==> src/rtl/cts_pkg.sv <==
package cts_pkg;
  typedef enum logic [2:0] {
    ST_IDLE,
    ST_CFG,
    ST_LOAD,
    ST_STIM,
    ST_FLUSH,
    ST_DONE
  } cts_state_e;

  localparam logic [1:0] FN_DIRECT = 2'd0;
  localparam logic [1:0] FN_COMPL  = 2'd1;
  localparam logic [1:0] FN_BIT0   = 2'd2;
endpackage

==> src/rtl/cts_ctrl.sv <==
module cts_ctrl
  import cts_pkg::*;
#(
  parameter int STEP_W = 4,
  parameter int CNT_W  = 4,
  parameter int CFG_W  = 6,
  parameter int LAST   = 8
) (
  input  logic              clk,
  input  logic              rst_n,
  input  logic              start,
  input  logic [CNT_W-1:0]  stim_len,
  input  logic [CNT_W-1:0]  flush_len,
  output logic [STEP_W-1:0] step,
  output logic [CNT_W-1:0]  cnt,
  output logic              cfg_shift,
  output logic              cfg_load,
  output logic              stim_on,
  output logic              done_p,
  output logic              busy
);
  cts_state_e        st_q, st_d;
  logic [CNT_W-1:0]  cnt_q, cnt_d;
  logic [STEP_W-1:0] step_q, step_d;
  logic              step_end;
  logic              upd_en;

  always_comb begin
    st_d     = st_q;
    cnt_d    = cnt_q;
    step_d   = step_q;
    step_end = 1'b0;
    case (st_q)
      ST_IDLE: if (start) begin
        st_d   = ST_CFG;
        cnt_d  = '0;
        step_d = STEP_W'(1);
      end
      ST_CFG: if (cnt_q == CNT_W'(CFG_W - 1)) begin
        st_d  = ST_LOAD;
        cnt_d = '0;
      end else cnt_d = cnt_q + 1'b1;
      ST_LOAD: begin
        st_d  = ST_STIM;
        cnt_d = '0;
      end
      ST_STIM: if (cnt_q == stim_len - 1'b1) begin
        if (flush_len == '0) step_end = 1'b1;
        else begin
          st_d  = ST_FLUSH;
          cnt_d = '0;
        end
      end else cnt_d = cnt_q + 1'b1;
      ST_FLUSH: if (cnt_q == flush_len - 1'b1) step_end = 1'b1;
                else cnt_d = cnt_q + 1'b1;
      ST_DONE: begin
        st_d   = ST_IDLE;
        step_d = '0;
      end
      default: st_d = ST_IDLE;
    endcase
    if (step_end) begin
      cnt_d = '0;
      if (step_q == STEP_W'(LAST)) st_d = ST_DONE;
      else begin
        st_d   = ST_CFG;
        step_d = step_q + 1'b1;
      end
    end
  end

  assign upd_en = (st_q != ST_IDLE) | start;

  always_ff @(posedge clk or negedge rst_n) begin
    if (!rst_n) begin
      st_q   <= ST_IDLE;
      cnt_q  <= '0;
      step_q <= '0;
    end else if (upd_en) begin
      st_q   <= st_d;
      cnt_q  <= cnt_d;
      step_q <= step_d;
    end
  end

  assign step      = step_q;
  assign cnt       = cnt_q;
  assign cfg_shift = (st_q == ST_CFG);
  assign cfg_load  = (st_q == ST_LOAD);
  assign stim_on   = (st_q == ST_STIM);
  assign done_p    = (st_q == ST_DONE);
  assign busy      = (st_q != ST_IDLE);
endmodule

==> src/rtl/cts_pattern.sv <==
module cts_pattern
  import cts_pkg::*;
#(
  parameter int K      = 2,
  parameter int NCELL  = 4,
  parameter int STEP_W = 4,
  parameter int CNT_W  = 4,
  localparam int NLUT  = 1 << K,
  localparam int CFG_W = NLUT + 2
) (
  input  logic [STEP_W-1:0] step,
  input  logic [CNT_W-1:0]  cnt,
  output logic [CFG_W-1:0]  cfg_word,
  output logic [K-1:0]      px,
  output logic              pc,
  output logic              pe,
  output logic              ff_path,
  output logic [CNT_W-1:0]  stim_len,
  output logic [CNT_W-1:0]  flush_len
);
  localparam logic CHAIN_INV = (NCELL % 2) == 1;
  localparam int   S_HOLD = 2 * K + 1;
  localparam int   S_TOG  = 2 * K + 2;
  localparam int   S_CAP  = 2 * K + 4;

  int          s, t, j;
  logic [1:0]  fn;
  logic        sel_a;
  logic [NLUT-1:0] lut;

  always_comb begin
    s = int'(step);
    t = int'(cnt);
    if (s >= 1 && s <= K) begin
      fn = FN_DIRECT;
      j  = s - 1;
    end else if (s > K && s <= 2 * K) begin
      fn = FN_COMPL;
      j  = s - K - 1;
    end else begin
      fn = FN_BIT0;
      j  = 0;
    end

    for (int a = 0; a < NLUT; a++) begin
      logic [K-1:0] av;
      av     = K'(a);
      lut[a] = (fn == FN_COMPL) ? ~av[j] : av[j];
    end
    sel_a    = (s != S_CAP);
    ff_path  = (s == S_HOLD) || (s == S_TOG) || (s == S_CAP);
    cfg_word = {ff_path, sel_a, lut};

    if (s == S_HOLD)   px = '0;
    else if (t < NLUT) px = K'(t);
    else if (s <= 2*K) px = '0;
    else               px = '1;

    if (s == S_HOLD)     pc = (t == 3) || (t == 4);
    else if (s == S_TOG) pc = cnt[0];
    else                 pc = 1'b0;

    pe        = px[j] ^ ((fn == FN_COMPL) & CHAIN_INV);
    stim_len  = (s == S_HOLD) ? CNT_W'(6) : CNT_W'(NLUT + 1);
    flush_len = ff_path ? CNT_W'(NCELL) : '0;
  end
endmodule

==> src/rtl/cts_resp_delay.sv <==
module cts_resp_delay #(
  parameter int NCELL = 4
) (
  input  logic clk,
  input  logic rst_n,
  input  logic en,
  input  logic use_dly,
  input  logic in_v,
  input  logic in_b,
  output logic out_v,
  output logic out_b
);
  logic [NCELL-1:0] v_q, v_d, b_q, b_d;
  logic             in_v_ff;

  assign in_v_ff = in_v & use_dly;

  generate
    if (NCELL == 1) begin : g_single
      always_comb begin
        v_d = in_v_ff;
        b_d = in_b;
      end
    end else begin : g_chain
      always_comb begin
        v_d = {v_q[NCELL-2:0], in_v_ff};
        b_d = {b_q[NCELL-2:0], in_b};
      end
    end
  endgenerate

  always_ff @(posedge clk or negedge rst_n) begin
    if (!rst_n) begin
      v_q <= '0;
      b_q <= '0;
    end else if (en) begin
      v_q <= v_d;
      b_q <= b_d;
    end
  end

  assign out_v = use_dly ? v_q[NCELL-1] : in_v;
  assign out_b = use_dly ? b_q[NCELL-1] : in_b;
endmodule

==> src/rtl/cell_test_seq.sv <==
module cell_test_seq
  import cts_pkg::*;
#(
  parameter int K     = 2,
  parameter int NCELL = 4,
  localparam int STEP_W = $clog2(2 * K + 5)
) (
  input  logic              clk,
  input  logic              rst_n,
  input  logic              start,
  output logic              cfg_bit,
  output logic              cfg_shift,
  output logic              cfg_load,
  output logic [K-1:0]      stim_x,
  output logic              stim_c,
  output logic              stim_valid,
  output logic              exp_bit,
  output logic              exp_valid,
  output logic [STEP_W-1:0] step_idx,
  output logic              done
);
  localparam int NLUT     = 1 << K;
  localparam int CFG_W    = NLUT + 2;
  localparam int LAST     = 2 * K + 4;
  localparam int STIM_MAX = (NLUT + 1 > 6) ? NLUT + 1 : 6;
  localparam int CNT_A    = (CFG_W > STIM_MAX) ? CFG_W : STIM_MAX;
  localparam int CNT_MAX  = (CNT_A > NCELL) ? CNT_A : NCELL;
  localparam int CNT_W    = $clog2(CNT_MAX + 1);

  logic [CNT_W-1:0] cnt, stim_len, flush_len;
  logic [CFG_W-1:0] cfg_word;
  logic [K-1:0]     px;
  logic             pc, pe, ff_path, busy;

  cts_ctrl #(.STEP_W(STEP_W), .CNT_W(CNT_W), .CFG_W(CFG_W), .LAST(LAST)) ctrl_i (
    .clk(clk), .rst_n(rst_n), .start(start),
    .stim_len(stim_len), .flush_len(flush_len),
    .step(step_idx), .cnt(cnt),
    .cfg_shift(cfg_shift), .cfg_load(cfg_load), .stim_on(stim_valid),
    .done_p(done), .busy(busy)
  );

  cts_pattern #(.K(K), .NCELL(NCELL), .STEP_W(STEP_W), .CNT_W(CNT_W)) pat_i (
    .step(step_idx), .cnt(cnt), .cfg_word(cfg_word),
    .px(px), .pc(pc), .pe(pe), .ff_path(ff_path),
    .stim_len(stim_len), .flush_len(flush_len)
  );

  cts_resp_delay #(.NCELL(NCELL)) dly_i (
    .clk(clk), .rst_n(rst_n), .en(busy), .use_dly(ff_path),
    .in_v(stim_valid), .in_b(stim_valid & pe),
    .out_v(exp_valid), .out_b(exp_bit)
  );

  always_comb begin
    cfg_bit = 1'b0;
    if (cfg_shift && int'(cnt) < CFG_W) cfg_bit = cfg_word[CFG_W-1-int'(cnt)];
  end

  assign stim_x = stim_valid ? px : '0;
  assign stim_c = stim_valid & pc;
endmodule

==> config.mk <==
export PLATFORM = sky130hd
export DESIGN_NAME = cell_test_seq
export DESIGN_NICKNAME = d
export VERILOG_FILES = /design/src/rtl/cts_pkg.sv /design/src/rtl/cts_ctrl.sv /design/src/rtl/cts_pattern.sv /design/src/rtl/cts_resp_delay.sv /design/src/rtl/cell_test_seq.sv
export SDC_FILE = /design/constraint.sdc
export NUM_CORES = 1
export LEC_CHECK = 0
export ABC_AREA = 1
export BUFFER_PORTS_ARGS = -buffer_cell sky130_fd_sc_hd__buf_2
export CELL_PAD_IN_SITES_DETAIL_PLACEMENT = 1
export CELL_PAD_IN_SITES_GLOBAL_PLACEMENT = 1
export CORE_UTILIZATION = 44
export CTS_CLUSTER_DIAMETER = 100
export DETAILED_ROUTE_END_ITERATION = 12
export PLACE_DENSITY_LB_ADDON = 0.1
export SYNTH_ARGS = -nofsm -noshare
export SYNTH_HDL_FRONTEND = slang
export SYNTH_SLANG_ARGS = --single-unit
==> constraint.sdc <==
create_clock -name clk -period 5 [get_ports clk]
set_input_delay 1 -clock clk [delete_from_list [all_inputs] [get_ports clk]]
set_output_delay 1 -clock clk [all_outputs]
set_load 0.02 [all_outputs]
### Yosys cells after proc, flatten, opt, wreduce, memory -nomap -nowiden

Cells that the tools add are included.

| storage, ports and cells | value |
|---|---|
| register bits after elaboration | 18 |
| input port bits | 3 |
| output and inout port bits | 14 |
| logic and storage cells | 121 |

| cells by class | value |
|---|---|
| add/subtract/negate cells | 8 |
| magnitude comparators | 8 |
| eq/ne operators | 23 |
| multiplexer cells | 57 |
| bitwise gates (word level) | 8 |
| reductions and logical operators | 12 |

Operator list:

| operator | count |
|---|---|
| $mux W32 | 2 |
| $mux W3 | 13 |
| $lt A32 B3 Y1 const B | 1 |
| $sub A32 B2 Y32 const B | 1 |
| $pmux W3 S5 | 2 |
| $mux W1 | 27 |
| $eq A4 B4 Y1 const B | 4 |
| $eq A3 B3 Y1 const B | 5 |
| $mux W2 | 7 |
| $mux W4 | 3 |
| $ne A3 B2 Y1 const B | 3 |
| $pmux W4 S2 | 1 |
| $eq A3 B2 Y1 const B | 2 |
| $eq A3 B3 Y1 | 2 |
| $logic_not A3 Y1 | 2 |
| $lt A3 B3 Y1 const B | 2 |
| $ne A3 B1 Y1 const B | 2 |
| $reduce_and A6 Y1 | 1 |
| $reduce_bool A6 Y1 | 1 |
| $sub A3 B1 Y3 const B | 2 |
| $lt A4 B5 Y1 const B | 1 |
| $reduce_and A5 Y1 | 1 |
| $sub A4 B1 Y5 const B | 1 |
| $sub A4 B2 Y5 const B | 1 |
| 20 further kinds | 29 |

### Depth between registers and ports, before layout

Gate-level depths: netlist of the first run.

| depth | value |
|---|---|
| word-level depth | 13 |
| gate-level depth with buffers | 12 |
| gate-level depth less buffers | 12 |

### Modules after synthesis

From an unflattened synthesis of the first run, not the netlist that was laid out.

| second synthesis, totals | value |
|---|---|
| cell total of the unflattened synthesis | 250 |
| area total of the unflattened synthesis | 1606.5 um^2 |

By module, submodules not included:

| module | instances | cells an instance | area an instance (um^2) | sequential area each (um^2) |
|---|---|---|---|---|
| cts_ctrl | 1 | 133 | 877.1 | 250.2 |
| cts_resp_delay | 1 | 41 | 332.8 | 200.2 |
| cts_pattern | 1 | 47 | 265.3 | 0.0 |
| cell_test_seq | 1 | 29 | 131.4 | 0.0 |

### Worst setup path before layout of the first run

Ideal clock, no wire load.

| timing path | value |
|---|---|
| kind | register to output |
| start point | reg ctrl_i.step_q[0] (netlist: ctrl_i.step[0]) |
| end point | out cfg_bit |
| arrival time | 1802 ps |
| required time | 4000 ps |
| slack | 2198 ps |
| cell stages (with the launch flop) | 12 |
| buffers on the path | 0 |
| cell sequence | dfrtp_1 > inv_1 > ha_1 > nor2_1 > nor2_1 > nand2_1 > nand2_1 > nand2_1 > nand2_1 > o21ai_0 > nand2_1 > a21oi_1 |

| on the way | value |
|---|---|
| longest elaborated chain between the ends | 13 |
| elaborated cells between the ends (all ways) | 36 |
| classes of those cells | add/sub (3); order compare (4); eq/ne (5); mux (18); bitwise (2); reduce/logical (4) |

Ends and longest elaborated chain:

| item | line | RTL |
|---|---|---|
| start: declaration | cts_ctrl.sv:24 | `logic [STEP_W-1:0] step_q, step_d;` |
| start signal: assignment | cts_ctrl.sv:82 | `step_q <= step_d;` |
| $sub A4 B2 Y5 (tied with other cells) | cts_pattern.sv:39 | `j = s - K - 1;` |
| $sub A32 B2 Y32 / $logic_and A1 B1 Y1 (equally long branches) | cts_pattern.sv:39, cts_pattern.sv:37 |  |
| $mux W32 | cts_pattern.sv:37 | `end else if (s > K && s <= 2 * K) begin` |
| $mux W32 | cts_pattern.sv:34 | `if (s >= 1 && s <= K) begin` |
| $mux W1 (not written as such) (3 in series) | cts_pattern.sv:48 | `lut[a] = (fn == FN_COMPL) ? ~av[j] : av[j];` |
| $not A1 Y1 | cts_pattern.sv:48 |  |
| $mux W1 | cts_pattern.sv:48 |  |
| $bmux W1 S3 (*) | cell_test_seq.sv:57 | `if (cfg_shift && int'(cnt) < CFG_W) cfg_bit = cfg_word[CFG_W-1-int'(cnt)];` |
| $mux W1 (not written as such) (*) (2 in series) | cell_test_seq.sv:57 |  |
| $mux W1 (*) | cell_test_seq.sv:57 |  |
| end: declaration | cell_test_seq.sv:11 | `output logic cfg_bit,` |

Mark *: on every way between the ends. The rest lies on a longest branch, timed or not. The select of a mux whose other input is x is not followed.

### Final worst setup path of the first run

Same ends and word-level chain as after synthesis.

==> results.json, run 1 <==
{
  "synth_area_um2": 1320,
  "numPortBuffers": 16,
  "setup_ws_ps": 1870,
  "postCtsHoldBufs": 0,
  "io_pins": 17,
  "cts_made_buffers": 3,
  "r2r-start": "ctrl_i.step[0]",
  "powerDensity_nw_per_um2": 440,
  "setup_viol": 0,
  "crit_required_ps": 4000,
  "holdPathEnd": "dly_i.b_q[1]",
  "hold_path_depth": 2,
  "critPathArrivalTime_ps": 2130,
  "grt_first_pass_wirelength_um": 5860,
  "rsz0062_at_grt": "false",
  "cpMostUsedCell": "nand2_1",
  "finalMaxSlewViolations": 0,
  "slew_headroom": 0.712,
  "slowest_stage": "dfrtp_1",
  "ant_nets": 0,
  "yosys_register_bits": 18,
  "path_depth": 12,
  "rows": 19,
  "routed_via_density": 5.31,
  "crit_buf_inv": 2,
  "end_kind": "output port",
  "crit_type": "register to output port",
  "syn_avg_cell_area_um2": 7.23,
  "drtPass1Iterations": 4,
  "max_freq_mhz": 320,
  "postSynthCellCount": 183,
  "reg2reg_to": "ctrl_i.step[1]",
  "drv_cap": 0,
  "grt_usage": 0.236,
  "fp.dieH_um": 56.9,
  "worst_slew_pin_slew_ps": 431,
  "grt-ovfl-total": 0,
  "start_util": 0.472,
  "hold_path.class": "register to register",
  "final_cell_mix": "nand2_1, inv_1, nor2_1",
  "rrSetupSlack_ps": 3110,
  "cts.clk_slew.worst_paths_ps": 120,
  "ir_worst_vdd_uv": 218,
  "clock_sinks": 18,
  "setup-tns-final_ps": 0,
  "initialDrtViolationCount": 18,
  "place_congestion": 0.984,
  "post-route-period-util": 0.625,
  "fin_skew_ps": 10.6,
  "drive_gt1_frac": 0.222,
  "p_leak_uw": 0.000799,
  "die_width_um": 56.9,
  "cts_tree": "yes",
  "cp-start-kind": "register",
  "slowest_delay_ps": 480,
  "finalCriticalPeriod_ps": 3130,
  "hold_start": "dly_i.b_q[1]",
  "yosys_warnings": 0,
  "grt_max_degree": 19,
  "final_util": 0.527,
  "wl_um": 3350,
  "cts_root_buf": "clkbuf_4",
  "crit_fanout": 8,
  "path_cells": "inv_1 > ha_1 > nor2_1 > nor2_1 > nand2_1 > nand2_1 > nand2_1 > nand2_1 > o21ai_0 > nand2_1 > a21oi_1 > buf_2",
  "drc_errors": 0,
  "wire_per_inst_um": 14.3,
  "synth_fp_nets": 194,
  "num_vias": 1242,
  "num_antenna_cells": 0,
  "place_ws_ps": 2230,
  "hold_viol": 0,
  "core-area_um2": 2810,
  "final_common_cell": "nand2_1",
  "nNetsFinal": 215,
  "clock_path_buffers": 2,
  "grt_pass1_vias": 1256,
  "critPathTopFamily": "simple AND/OR/NAND/NOR gates",
  "yosysSeqAreaShare": 0.340,
  "dpl.hpwl_um": 2710,
  "status": "complete, no violations",
  "fp.dieArea_um2": 3230,
  "r2r_cells": 11,
  "areaGrowthSynthToFinish_pct": 11.7,
  "hold_slack_ps": 504,
  "clkLatencyLatePin_ps": 310,
  "cts_resized": 0,
  "yosysUniqueCellTypes": 24,
  "postCtsSetupBuffers": 0,
  "antenna_found_initial": 0,
  "h-tree-depth": 1
}
-- cells by family (layout without fill, tap and decap cells) --
logic type               count (synthesis)  in the layout  synth area share
AND/OR/NAND/NOR                         90             90             0.346
buffers and inverters                   33             53            0.0936
AO/OA/AOI/OAI                           32             32             0.131
flip-flops                              18             18             0.340
adder cells (fa/ha/maj)                  8              8            0.0756
XOR/XNOR                                 2              2            0.0132
-- flip-flops by register name, indices dropped and copies added (netlist names) --
name and flops:
ctrl_i.st_q 3, dly_i.v_q 4, dly_i.b_q 4, ctrl_i.cnt 3, ctrl_i.step 4
-- worst min-delay path, stage by stage (launching register included) --
cell	delay [ps]
dfrtp_1	370
nand2_1	50
o21ai_0	60
-- layer usage --
| layer | up-vias | track usage | wire length (um) |
|---|---|---|---|
| met5 | - | 0 | 0 |
| met4 | 0 | 0.0836 | 53 |
| met1 | 585 | 0.327 | 1680 |
| met3 | 7 | 0.0276 | 79 |
| met2 | 27 | 0.379 | 1530 |
| li1 | 623 | - | - |
-- synth_stat cells, drive strengths merged --
master | instances | share of area
nand2 | 42 | 0.14
inv | 33 | 0.094
nor2 | 28 | 0.095
o21ai | 19 | 0.072
dfrtp | 18 | 0.34
nand3 | 18 | 0.10
ha | 8 | 0.076
a21oi | 7 | 0.026
o211ai | 3 | 0.017
a211oi | 1 | 0.0057
nor3 | 1 | 0.0076
nor3b | 1 | 0.0057
o21bai | 1 | 0.0057
o22ai | 1 | 0.0047
xnor2 | 1 | 0.0066
xor2 | 1 | 0.0066
-- power by group --
group / internal (uW) / total [uW] / switching (uW) / leakage, uW
sequential: 178 / 219 / 41.5 / 0.000240
clock: 44.5 / 96.0 / 51.6 / 0.0000210
combinational: 108 / 336 / 228 / 0.000538
total: 330 / 651 / 321 / 0.000799
-- stage by stage --
step / instances / power (uW) / area, um^2
final: 234 / 651 / 1480
after global routing: 234 / 707 / 1480
after floorplan: 183 / 464 / 1320
after CTS: 234 / 656 / 1480
after global placement: 230 / 550 / 1440
after detailed placement: 230 / 559 / 1440
-- worst max path at each step --
stage                              start  endpoint  slack, ps
after CTS                 ctrl_i.step[0]   cfg_bit       1880
after detailed placement  ctrl_i.step[0]   cfg_bit       2230
after global routing      ctrl_i.step[0]   cfg_bit       1690
final                     ctrl_i.step[0]   cfg_bit       1870
after global placement    ctrl_i.step[0]   cfg_bit       2270
after floorplan           ctrl_i.step[0]   cfg_bit       2200
-- final cells by class --
cell class                      instances  area, um^2
Tap cell                               31        38.8
Sequential cell                        18         450
Multi-Input combinational cell        132         749
Timing Repair Buffer                   16        80.1
Inverter                               33         124
Fill cell                             388        1330
Clock buffer                            4        36.3
Note: power is estimated with default switching activity, not from simulation.
==> run 2, diff against run 1 <==
--- a/config.mk
+++ b/config.mk
@@ -9,7 +9,7 @@
 export BUFFER_PORTS_ARGS = -buffer_cell sky130_fd_sc_hd__buf_2
 export CELL_PAD_IN_SITES_DETAIL_PLACEMENT = 1
 export CELL_PAD_IN_SITES_GLOBAL_PLACEMENT = 1
-export CORE_UTILIZATION = 44
+export CORE_UTILIZATION = 41
 export CTS_CLUSTER_DIAMETER = 100
 export DETAILED_ROUTE_END_ITERATION = 12
 export PLACE_DENSITY_LB_ADDON = 0.1
==> constraint.sdc (replaced) <==
create_clock -name clk -period 3.1 [get_ports clk]
set_input_delay 0.62 -clock clk [delete_from_list [all_inputs] [get_ports clk]]
set_output_delay 0.62 -clock clk [all_outputs]
set_load 0.02 [all_outputs]
==> results.json, run 2 (synthesis gave the netlist of run 1 again) <==
{
  "cp-start-kind": "register",
  "initialDrtViolationCount": 39,
  "p_leak_uw": 0.000799,
  "drv_cap": 0,
  "ir_worst_vdd_uv": 319,
  "postCtsHoldBufs": 0,
  "fp.dieArea_um2": 3460,
  "postCtsSetupBuffers": 0,
  "worst_slew_pin_slew_ps": 446,
  "drive_gt1_frac": 0.222,
  "drtPass1Iterations": 4,
  "setup-tns-final_ps": 0,
  "critPathArrivalTime_ps": 2200,
  "routed_via_density": 5.12,
  "path_cells": "inv_1 > ha_1 > nor2_1 > nor2_1 > nand2_1 > nand2_1 > nand2_1 > nand2_1 > o21ai_0 > nand2_1 > a21oi_1 > buf_2",
  "wl_um": 3650,
  "io_pins": 17,
  "hold_viol": 0,
  "grt-ovfl-total": 0,
  "n_fill_cell": 425,
  "crit_required_ps": 2480,
  "crit_type": "register to output port",
  "clkLatencyLatePin_ps": 310,
  "post-route-period-util": 0.910,
  "grt_usage": 0.240,
  "slowest_stage": "dfrtp_1",
  "cts_made_buffers": 3,
  "place_congestion": 0.926,
  "grt_max_degree": 19,
  "num_vias": 1265,
  "end_kind": "output port",
  "cts_tree": "yes",
  "setup_viol": 0,
  "grt_pass1_vias": 1281,
  "rsz0062_at_grt": "false",
  "crit_buf_inv": 2,
  "crit_fanout": 8,
  "slew_headroom": 0.703,
  "cts.clk_slew.worst_paths_ps": 110,
  "dpl.hpwl_um": 2860,
  "finalCriticalPeriod_ps": 2820,
  "fin_skew_ps": 2.10,
  "numPortBuffers": 16,
  "wire_per_inst_um": 14.8,
  "status": "complete, no violations",
  "finalMaxSlewViolations": 0,
  "hold_path.class": "input port to async pin",
  "nNetsFinal": 215,
  "drc_errors": 0,
  "final_common_cell": "nand2_1",
  "clock_path_buffers": 2,
  "start_util": 0.434,
  "max_freq_mhz": 355,
  "cts_root_buf": "clkbuf_4",
  "final_cell_mix": "nand2_1, inv_1, nor2_1",
  "areaGrowthSynthToFinish_pct": 12.9,
  "antenna_found_initial": 0,
  "cpMostUsedCell": "nand2_1",
  "powerDensity_nw_per_um2": 714,
  "fp.dieH_um": 58.8,
  "total_power_uw": 1070,
  "hold_slack_ps": 230,
  "die_width_um": 58.8,
  "clock_sinks": 18,
  "core-area_um2": 3050,
  "rows": 20,
  "cts_resized": 0,
  "h-tree-depth": 1,
  "grt_first_pass_wirelength_um": 6130,
  "critPathTopFamily": "simple AND/OR/NAND/NOR gates",
  "ant_nets": 0,
  "num_antenna_cells": 0,
  "slowest_delay_ps": 490,
  "final_util": 0.490
}
run 2: cell counts in the layout (fill, tap and decap cells not counted):
Identical to the previous run, type by type.
run 2: where the power goes:
| part | internal, uW | switching [uW] | total, uW |
|---|---|---|---|
| Sequential | 287 | 68.8 | 355 |
| Combinational | 174 | 380 | 553 |
| Clock | 71.9 | 86.4 | 158 |
| Total | 532 | 535 | 1070 |
run 2: area by class of cell:
cell class                      instances  area [um^2]  area share
Clock buffer                            4         36.3      0.0243
Inverter                               33          124      0.0828
Multi-Input combinational cell        132          749       0.501
Sequential cell                        18          450       0.301
Tap cell                               44         55.1      0.0368
Timing Repair Buffer                   16         80.1      0.0536
run 2: final timing paths:
check                                 end      startpoint  slack [ps]  cells after the start
max                               cfg_bit  ctrl_i.step[0]         280                     12
min                          dly_i.v_q[2]           rst_n         230                      1
max reg2reg                ctrl_i.st_q[0]  ctrl_i.step[1]        1180                     11
min reg2reg                  dly_i.v_q[1]    dly_i.v_q[1]         510                      2
max in group asynchronous   ctrl_i.cnt[2]           rst_n        2570                      1
min in group clk             dly_i.v_q[1]    dly_i.v_q[1]         510                      2
run 2: per-stage QoR:
| stage | cell area, um^2 | setup WS [ps] | cells |
|---|---|---|---|
| 3_3_place_gp | 1460 | 744 | 243 |
| 6_report | 1500 | 280 | 247 |
| 3_5_place_dp | 1460 | 663 | 243 |
| 5_1_grt | 1500 | 106 | 247 |
| 2_1_floorplan | 1320 | 678 | 183 |
| 4_1_cts | 1500 | 282 | 247 |
run 2: metal layers:
layer,part of all wire,vias up,GRT usage
met5,0,-,0
met4,0.013,0,0.0816
met3,0.027,5,0.0198
met2,0.49,24,0.411
met1,0.47,610,0.318
li1,-,626,-
